$ cat src/rtl/io_regs_pkg.sv
`timescale 1ns/1ps
package io_regs_pkg;

  localparam int DATA_W     = 8;
  localparam int ADDR_W     = 8;
  localparam int NUM_STORED = 16;
  localparam int IDX_W      = $clog2(NUM_STORED);
  localparam int IRQ_LINES  = 5;
  localparam int MODE_W     = 3;

  typedef logic [IDX_W-1:0]  idx_t;
  typedef logic [DATA_W-1:0] byte_t;
  typedef logic [ADDR_W-1:0] addr_t;

  // storage slots
  localparam idx_t IX_TCTL  = idx_t'(0);
  localparam idx_t IX_IFLG  = idx_t'(1);
  localparam idx_t IX_P1LEN = idx_t'(2);
  localparam idx_t IX_P1ENV = idx_t'(3);
  localparam idx_t IX_P2LEN = idx_t'(4);
  localparam idx_t IX_P2ENV = idx_t'(5);
  localparam idx_t IX_WLEN  = idx_t'(6);
  localparam idx_t IX_NLEN  = idx_t'(7);
  localparam idx_t IX_NENV  = idx_t'(8);
  localparam idx_t IX_MVOL  = idx_t'(9);
  localparam idx_t IX_PAN   = idx_t'(10);
  localparam idx_t IX_SCTL  = idx_t'(11);
  localparam idx_t IX_LCTL  = idx_t'(12);
  localparam idx_t IX_LSTAT = idx_t'(13);
  localparam idx_t IX_BGPAL = idx_t'(14);
  localparam idx_t IX_IEN   = idx_t'(15);

  // bus addresses
  localparam addr_t AD_DIVR  = 8'h04;
  localparam addr_t AD_TCTL  = 8'h07;
  localparam addr_t AD_IFLG  = 8'h0F;
  localparam addr_t AD_P1LEN = 8'h11;
  localparam addr_t AD_P1ENV = 8'h12;
  localparam addr_t AD_P2LEN = 8'h16;
  localparam addr_t AD_P2ENV = 8'h17;
  localparam addr_t AD_WLEN  = 8'h1B;
  localparam addr_t AD_NLEN  = 8'h20;
  localparam addr_t AD_NENV  = 8'h21;
  localparam addr_t AD_MVOL  = 8'h24;
  localparam addr_t AD_PAN   = 8'h25;
  localparam addr_t AD_SCTL  = 8'h26;
  localparam addr_t AD_LCTL  = 8'h40;
  localparam addr_t AD_LSTAT = 8'h41;
  localparam addr_t AD_BGPAL = 8'h47;
  localparam addr_t AD_IEN   = 8'hFF;

  localparam byte_t IFLG_HIGH      = 8'hE0;
  localparam byte_t PULSE_LEN_MASK = 8'h3F;

  typedef enum logic [2:0] {
    K_NONE, K_PLAIN, K_SOUND, K_SCTL, K_IFLG, K_STAT, K_DIV
  } kind_e;

  typedef struct packed {
    kind_e kind;
    idx_t  idx;
    byte_t mask;
    logic  len_full;
    logic  len_pulse;
  } dec_t;

  function automatic byte_t reset_value(idx_t i);
    case (i)
      IX_IFLG:  return 8'h01;
      IX_SCTL:  return 8'hF1;
      IX_LCTL:  return 8'h91;
      IX_BGPAL: return 8'hFC;
      default:  return 8'h00;
    endcase
  endfunction

endpackage

$ cat src/rtl/io_rst_sync.sv
`timescale 1ns/1ps
module io_rst_sync #(
  parameter int STAGES = 2
) (
  input  logic clk,
  input  logic rst_n,
  output logic rst_sync_n
);
  logic [STAGES-1:0] chain_q;
  logic [STAGES-1:0] chain_d;

  always_comb chain_d = {chain_q[STAGES-2:0], 1'b1};

  always_ff @(posedge clk or negedge rst_n) begin
    if (!rst_n) chain_q <= '0;
    else        chain_q <= chain_d;
  end

  assign rst_sync_n = chain_q[STAGES-1];
endmodule

$ cat src/rtl/io_addr_decode.sv
`timescale 1ns/1ps
module io_addr_decode
  import io_regs_pkg::*;
(
  input  addr_t addr,
  output dec_t  dec
);
  function automatic dec_t mk(kind_e k, idx_t i, byte_t m, logic f, logic p);
    dec_t r;
    r.kind = k; r.idx = i; r.mask = m; r.len_full = f; r.len_pulse = p;
    return r;
  endfunction

  always_comb begin
    case (addr)
      AD_DIVR:  dec = mk(K_DIV,   '0,       8'h00, 1'b0, 1'b0);
      AD_TCTL:  dec = mk(K_PLAIN, IX_TCTL,  8'hF8, 1'b0, 1'b0);
      AD_IFLG:  dec = mk(K_IFLG,  IX_IFLG,  8'hE0, 1'b0, 1'b0);
      AD_P1LEN: dec = mk(K_SOUND, IX_P1LEN, 8'h3F, 1'b0, 1'b1);
      AD_P1ENV: dec = mk(K_SOUND, IX_P1ENV, 8'h00, 1'b0, 1'b0);
      AD_P2LEN: dec = mk(K_SOUND, IX_P2LEN, 8'h3F, 1'b0, 1'b1);
      AD_P2ENV: dec = mk(K_SOUND, IX_P2ENV, 8'h00, 1'b0, 1'b0);
      AD_WLEN:  dec = mk(K_SOUND, IX_WLEN,  8'hFF, 1'b1, 1'b0);
      AD_NLEN:  dec = mk(K_SOUND, IX_NLEN,  8'hFF, 1'b1, 1'b0);
      AD_NENV:  dec = mk(K_SOUND, IX_NENV,  8'h00, 1'b0, 1'b0);
      AD_MVOL:  dec = mk(K_SOUND, IX_MVOL,  8'h00, 1'b0, 1'b0);
      AD_PAN:   dec = mk(K_SOUND, IX_PAN,   8'h00, 1'b0, 1'b0);
      AD_SCTL:  dec = mk(K_SCTL,  IX_SCTL,  8'h70, 1'b0, 1'b0);
      AD_LCTL:  dec = mk(K_PLAIN, IX_LCTL,  8'h00, 1'b0, 1'b0);
      AD_LSTAT: dec = mk(K_STAT,  IX_LSTAT, 8'h80, 1'b0, 1'b0);
      AD_BGPAL: dec = mk(K_PLAIN, IX_BGPAL, 8'h00, 1'b0, 1'b0);
      AD_IEN:   dec = mk(K_PLAIN, IX_IEN,   8'hE0, 1'b0, 1'b0);
      default:  dec = mk(K_NONE,  '0,       8'hFF, 1'b0, 1'b0);
    endcase
  end
endmodule

$ cat src/rtl/io_reg_bank.sv
`timescale 1ns/1ps
module io_reg_bank
  import io_regs_pkg::*;
#(
  parameter bit LEGACY_SND = 1'b1
) (
  input  logic                 clk,
  input  logic                 rst_n,
  input  logic                 wr_en,
  input  addr_t                addr,
  input  byte_t                wdata,
  input  kind_e                kind,
  input  idx_t                 idx,
  input  logic                 len_full,
  input  logic                 len_pulse,
  input  logic [IRQ_LINES-1:0] irq_set,
  output byte_t                rd_byte,
  output byte_t                iflg,
  output byte_t                ien,
  output logic                 snd_wr,
  output addr_t                snd_addr,
  output byte_t                snd_data,
  output logic                 div_rst
);
  logic [NUM_STORED-1:0][DATA_W-1:0] regs_q;
  logic [NUM_STORED-1:0][DATA_W-1:0] regs_d;
  logic [NUM_STORED-1:0]             reg_we;

  logic  snd_en;
  logic  keep_full, keep_pulse;
  logic  fwd, div_hit;
  byte_t fwd_data;

  logic  snd_wr_q, div_rst_q;
  addr_t snd_addr_q;
  byte_t snd_data_q;
  logic  snd_wr_d, div_rst_d;
  addr_t snd_addr_d;
  byte_t snd_data_d;

  assign snd_en = regs_q[IX_SCTL][7];

  // variant choice for writes while sound is off
  generate
    if (LEGACY_SND) begin : g_legacy
      assign keep_full  = len_full;
      assign keep_pulse = len_pulse;
    end else begin : g_strict
      assign keep_full  = 1'b0;
      assign keep_pulse = 1'b0;
    end
  endgenerate

  // next-state logic
  always_comb begin
    regs_d   = regs_q;
    reg_we   = '0;
    fwd      = 1'b0;
    fwd_data = wdata;
    div_hit  = 1'b0;
    if (|irq_set) begin
      regs_d[IX_IFLG] = regs_q[IX_IFLG] | byte_t'(irq_set);
      reg_we[IX_IFLG] = 1'b1;
    end
    if (wr_en) begin
      case (kind)
        K_PLAIN: begin
          regs_d[idx] = wdata;
          reg_we[idx] = 1'b1;
        end
        K_IFLG: begin
          regs_d[IX_IFLG] = wdata | IFLG_HIGH | byte_t'(irq_set);
          reg_we[IX_IFLG] = 1'b1;
        end
        K_STAT: begin
          regs_d[IX_LSTAT] = {1'b0, wdata[6:3], 3'b000};
          reg_we[IX_LSTAT] = 1'b1;
        end
        K_SCTL: begin
          regs_d[IX_SCTL] = {wdata[7], 3'b000, regs_q[IX_SCTL][3:0]};
          reg_we[IX_SCTL] = 1'b1;
          fwd             = 1'b1;
        end
        K_SOUND: begin
          reg_we[idx] = 1'b1;
          if (snd_en || keep_full) begin
            regs_d[idx] = wdata;
            fwd         = 1'b1;
          end else begin
            regs_d[idx] = '0;
            if (keep_pulse) begin
              fwd      = 1'b1;
              fwd_data = wdata & PULSE_LEN_MASK;
            end
          end
        end
        K_DIV:   div_hit = 1'b1;
        default: ;
      endcase
    end
  end

  // storage, one enabled register per slot
  generate
    for (genvar g = 0; g < NUM_STORED; g++) begin : g_slot
      byte_t q;
      always_ff @(posedge clk or negedge rst_n) begin
        if (!rst_n)         q <= reset_value(idx_t'(g));
        else if (reg_we[g]) q <= regs_d[g];
      end
      assign regs_q[g] = q;
    end
  endgenerate

  // side-band next state
  always_comb begin
    snd_wr_d   = fwd;
    snd_addr_d = fwd ? addr : '0;
    snd_data_d = fwd ? fwd_data : '0;
    div_rst_d  = div_hit;
  end

  always_ff @(posedge clk or negedge rst_n) begin
    if (!rst_n) begin
      snd_wr_q   <= 1'b0;
      snd_addr_q <= '0;
      snd_data_q <= '0;
      div_rst_q  <= 1'b0;
    end else begin
      snd_wr_q   <= snd_wr_d;
      snd_addr_q <= snd_addr_d;
      snd_data_q <= snd_data_d;
      div_rst_q  <= div_rst_d;
    end
  end

  assign rd_byte  = regs_q[idx];
  assign iflg     = regs_q[IX_IFLG];
  assign ien      = regs_q[IX_IEN];
  assign snd_wr   = snd_wr_q;
  assign snd_addr = snd_addr_q;
  assign snd_data = snd_data_q;
  assign div_rst  = div_rst_q;


  if_high_bits_chk: assert property (@(posedge clk) disable iff (!rst_n)
    $past(wr_en && kind == K_IFLG) |-> regs_q[IX_IFLG][7:5] == 3'b111);


  snd_gate_chk: assert property (@(posedge clk) disable iff (!rst_n)
    $past(wr_en && kind == K_SOUND && !snd_en && !len_full && !len_pulse)
      |-> (!snd_wr_q && regs_q[$past(idx)] == '0));


  pulse_len_mask_chk: assert property (@(posedge clk) disable iff (!rst_n)
    (snd_wr_q && $past(!snd_en && len_pulse && kind == K_SOUND))
      |-> snd_data_q[7:6] == 2'b00);


  sctl_nibble_chk: assert property (@(posedge clk) disable iff (!rst_n)
    $past(wr_en && kind == K_SCTL)
      |-> regs_q[IX_SCTL][3:0] == $past(regs_q[IX_SCTL][3:0]));


  div_pulse_src_chk: assert property (@(posedge clk) disable iff (!rst_n)
    div_rst_q |-> $past(wr_en && kind == K_DIV));

endmodule

$ cat src/rtl/io_regfile.sv
`timescale 1ns/1ps
module io_regfile
  import io_regs_pkg::*;
#(
  parameter bit LEGACY_SND = 1'b1
) (
  input  logic                 clk,
  input  logic                 rst_n,
  input  logic [ADDR_W-1:0]    addr,
  input  logic [DATA_W-1:0]    wdata,
  input  logic                 wr_en,
  input  logic                 rd_en,
  output logic [DATA_W-1:0]    rdata,
  input  logic [IRQ_LINES-1:0] irq_set,
  input  logic [MODE_W-1:0]    vid_mode,
  input  logic [DATA_W-1:0]    div_val,
  output logic                 irq,
  output logic                 div_rst,
  output logic                 snd_wr,
  output logic [ADDR_W-1:0]    snd_addr,
  output logic [DATA_W-1:0]    snd_data
);
  logic  rst_sync_n;
  dec_t  dec;
  byte_t rd_byte, iflg, ien;

  io_rst_sync #(.STAGES(2)) u_rst (
    .clk        (clk),
    .rst_n      (rst_n),
    .rst_sync_n (rst_sync_n)
  );

  io_addr_decode u_dec (
    .addr (addr),
    .dec  (dec)
  );

  io_reg_bank #(.LEGACY_SND(LEGACY_SND)) u_bank (
    .clk       (clk),
    .rst_n     (rst_sync_n),
    .wr_en     (wr_en),
    .addr      (addr),
    .wdata     (wdata),
    .kind      (dec.kind),
    .idx       (dec.idx),
    .len_full  (dec.len_full),
    .len_pulse (dec.len_pulse),
    .irq_set   (irq_set),
    .rd_byte   (rd_byte),
    .iflg      (iflg),
    .ien       (ien),
    .snd_wr    (snd_wr),
    .snd_addr  (snd_addr),
    .snd_data  (snd_data),
    .div_rst   (div_rst)
  );

  always_comb begin
    if (!rd_en) begin
      rdata = 8'hFF;
    end else begin
      case (dec.kind)
        K_NONE:  rdata = 8'hFF;
        K_DIV:   rdata = div_val;
        K_STAT:  rdata = {1'b1, rd_byte[6:3], vid_mode};
        default: rdata = rd_byte | dec.mask;
      endcase
    end
  end

  assign irq = |(iflg[IRQ_LINES-1:0] & ien[IRQ_LINES-1:0]);


  unknown_read_chk: assert property (@(posedge clk) disable iff (!rst_sync_n)
    (rd_en && dec.kind == K_NONE) |-> rdata == 8'hFF);


  irq_low_lines_chk: assert property (@(posedge clk) disable iff (!rst_sync_n)
    irq |-> ((iflg[4:0] & ien[4:0]) != 5'd0));

endmodule

$ cat config.mk
export PLATFORM = sky130hd
export DESIGN_NAME = io_regfile
export DESIGN_NICKNAME = d
export VERILOG_FILES = /design/src/rtl/io_regs_pkg.sv /design/src/rtl/io_rst_sync.sv /design/src/rtl/io_addr_decode.sv /design/src/rtl/io_reg_bank.sv /design/src/rtl/io_regfile.sv
export SDC_FILE = /design/constraint.sdc
export NUM_CORES = 1
export LEC_CHECK = 0
export BUFFER_PORTS_ARGS = -buffer_cell sky130_fd_sc_hd__buf_2
export CAP_MARGIN = 20
export CORE_ASPECT_RATIO = 1.2
export CORE_MARGIN = 5
export CORE_UTILIZATION = 30
export CTS_BUF_LIST = sky130_fd_sc_hd__clkbuf_16
export DETAILED_ROUTE_END_ITERATION = 10
export GPL_TIMING_DRIVEN = 0
export MAX_ROUTING_LAYER = met4
export PLACE_DENSITY = 0.53
export SETUP_SLACK_MARGIN = 0.2
export SYNTH_ARGS = -nofsm -noshare
export SYNTH_HDL_FRONTEND = slang
export SYNTH_SLANG_ARGS = --single-unit
$ cat constraint.sdc
create_clock -name clk -period 4.49 [get_ports clk]
set_input_delay 0.898 -clock clk [delete_from_list [all_inputs] [get_ports clk]]
set_output_delay 0.898 -clock clk [all_outputs]
set_load 0.005 [all_outputs]
==> impl_metrics.toml <==
[detailed_routing]
vias_per_cell = 5.17
drt-total-wl_um = 25500
wire_per_inst_um = 22.1
drtPass1Iterations = 5
ant_nets = 0
drc = 0
num_vias = 5943
drt_iter0_drc = 492

[finish]
mostFrequentLayoutCells = "129 x dfrtp_1, 113 x nand2_1, 67 x buf_2"
syn2layout_area_growth_pct = 31.1
drive_gt1_share_pct = 36.6
final_nets = 853
fillers = 2358
diodes = 0
fin_cells = 1150
final_common_cell = "dfrtp_1"

[logic_synthesis]
ys.flop_type = "dfrtp_1"
yosys.area.top_type_share_pct = 45.1
synthCells = 696
synth_top_cell_by_area = "dfrtp_1"
synthMuxAreaShare_pct = 13.9
synth_xor_area_share_pct = 0.122
synth_top_family_by_area = "simple AND/OR/NAND/NOR gates"
postSynth.asyncResetShare_pct = 100
yosysUniqueCellTypes = 72
ys_ff_latch = 145
synth_edf_count = 0
yosysWarnings = 0
synth_compound_area_share_pct = 13.0
synth_fa_ha_area_share_pct = 0
syn_avg_cell_area_um2 = 10.4
synth_area_mm2 = 0.00721
synth_area_leaders = "dfrtp_1 45%, mux2_2 8.9%, nand2_1 5.9%"
synth_seq_area_share_pct = 50.6
synth-simple-area-share_pct = 18.6

[floorplanning]
ioPinCount = 63
rows = 62
initial_core_util_pct = 30.3
die_x_um = 152
dieArea_mm2 = 0.0272
core_area_mm2 = 0.0238
die_h_um = 180

[worst_setup_path]
cp-end-kind = "output port"
crit_end = "rdata[7]"
crit_top_cell = "buf_8"
r2r_setup_slack_ps = 2090
worstSetupStartpoint = "addr[5]"
crit_fanout = 8
crit-reg2reg-launch = "u_bank.g_slot[11].q[7]"
critPathArrivalTime_ps = 3400
r2r-end = "u_bank.g_slot[6].q[7]"
cp.required_ps = 3590
crit_type = "input port to output port"
path_cells = "buf_8 -> buf_8 -> or4b_4 -> nor4_4 -> nor2_2 -> buf_6 -> a311oi_4 -> nor4b_2 -> and4_1 -> o21ai_1 -> buf_2"
cpPeakStageDelay_ps = 540
cp-start-kind = "input port"
r2r.worst_path.cells = 5
cp_slowest_cell = "or4b_4"

[timing]
finalSetupViolations = 0
slew_violations = 0
fin_setup_tns_ps = 0
max_freq_ghz = 0.233
hold_viol = 0
worst_pin_slew_ps = 1010
fin_crit_ps = 4300
fin_worst_skew_ps = 8.79
slew_headroom_pct = 32.8
rsz0062_at_grt = "true"
setup_slack_ps = 191
fin_crit_sh_pct = 95.7

[cts]
clockBufferDepth = 2
cts_buffers = 17
cts_root_buffer = "clkbuf_16"
clock_latency_ps = 430
cts_num_sinks = 145
cts_hold_buf = 0
path_clk_slew_ps = 60
cts_tree = "yes"
htree_levels = 4

[global_routing]
grt_pass1_wl_um = 37900
overflow = 0
grt_usage_pct = 19.1
antenna_found_initial = 0
grt_max_degree = 61
first_global_vias = 5957

[power_and_ir_drop]
ir_drop_uv = 159
p_total_mw = 3.29
powerDensity_mw_per_mm2 = 348
p_leak_nw = 4.20

[place]
portBuffers = 60
dp.cells = 1079
pre_cts_ws_ps = -703
hpwl_um = 18300
place_congestion = 0.894

[status]
outcome = "complete, no violations"

[job]
cap_violations = 0

[worst_hold_path]
hp-class = "input port to async pin"
sequential cells by signal, indices dropped and copies added, names as in the netlist:
name	count
u_bank.g_slot.q	109
u_bank.ien	8
u_bank.iflg	8
u_bank.snd_addr	8
u_bank.snd_data	8
u_rst.chain_q	2
u_bank.div_rst	1
u_bank.snd_wr	1
metrics by stage:
step | hold WS, ps | area (um^2) | utilization, %
floorplan | 331 | 7210 | -
global placement | 336 | 7910 | 33.2
detailed placement | 265 | 7970 | 33.5
CTS | 226 | 9000 | 37.8
global route | 231 | 9450 | 39.7
finish | 241 | 9450 | 39.7
Yosys cell counts, types with 8 or more instances:
cell / count
and2_1: 30
mux2i_1: 27
dfstp_2: 15
a22oi_1: 8
inv_1: 8
clkbuf_1: 17
nand3_1: 22
a211oi_1: 8
a21oi_1: 12
buf_2: 23
nand2_1: 114
dfrtp_1: 130
mux2_2: 57
nor2_1: 28
o21ai_0: 65
nand2b_1: 8
report_power, final:
part           total, mW  switching [mW]  internal, mW  leakage, nW
sequential          1.41          0.0367          1.38         1.91
combinational      0.366           0.207         0.159         1.98
clock               1.51           0.584         0.927        0.306
total               3.29           0.828          2.46         4.20
cell families after synthesis:
group                     Yosys count
DFF                               145
xor gates and xnor gates            1
and+or+nand+nor                   258
other                               2
AOI/OAI and AO/OA                 146
buffers and inverters              56
muxes                              88
layout make-up:
| class | count | area, um^2 | area share, % |
|---|---|---|---|
| Tap cell | 320 | 400 | 4.24 |
| Inverter | 9 | 33.8 | 0.358 |
| Sequential cell | 145 | 3650 | 38.6 |
| Clock buffer | 17 | 425 | 4.50 |
| Clock inverter | 15 | 193 | 2.04 |
| Buffer | 47 | 380 | 4.03 |
| Multi-Input combinational cell | 496 | 3650 | 38.6 |
| Timing Repair Buffer | 101 | 714 | 7.56 |
worst min path at each step:
| stage | slack [ps] | cells past startpoint | endpoint |
|---|---|---|---|
| final | 240 | 1 | u_rst.chain_q[1] |
| after global routing | 230 | 1 | u_rst.chain_q[1] |
| after CTS | 230 | 1 | u_rst.chain_q[1] |
| after detailed placement | 270 | 0 | u_bank.snd_addr[3] |
| after global placement | 340 | 0 | u_rst.chain_q[1] |
| after floorplan | 330 | 0 | u_rst.chain_q[1] |
critical path: cells and delay by family:
family	cells	cell delay [ps]
buffers and inverters	4	520
AO/OA/AOI/OAI	2	470
AND/OR/NAND/NOR	5	1520
timing repair:
item / in CTS / in global routing
resized for setup: 79 / 57
buffers inserted: 12 / 26
gates cloned: 0 / 1
pin swaps: 17 / 25
endpoints found under the setup margin: 8 / 8
per-layer routing:
layer | GRT usage [%] | up-vias | routed length [um] | share of wire [%]
met3 | 3.00 | 49 | 1340 | 5.3
met5 | - | - | 0 | 0
met1 | 24.4 | 2955 | 10600 | 42
li1 | - | 2731 | - | -
met4 | 7.95 | 0 | 977 | 3.8
met2 | 30.2 | 208 | 12500 | 49
Power figures use the tool's default switching activity.
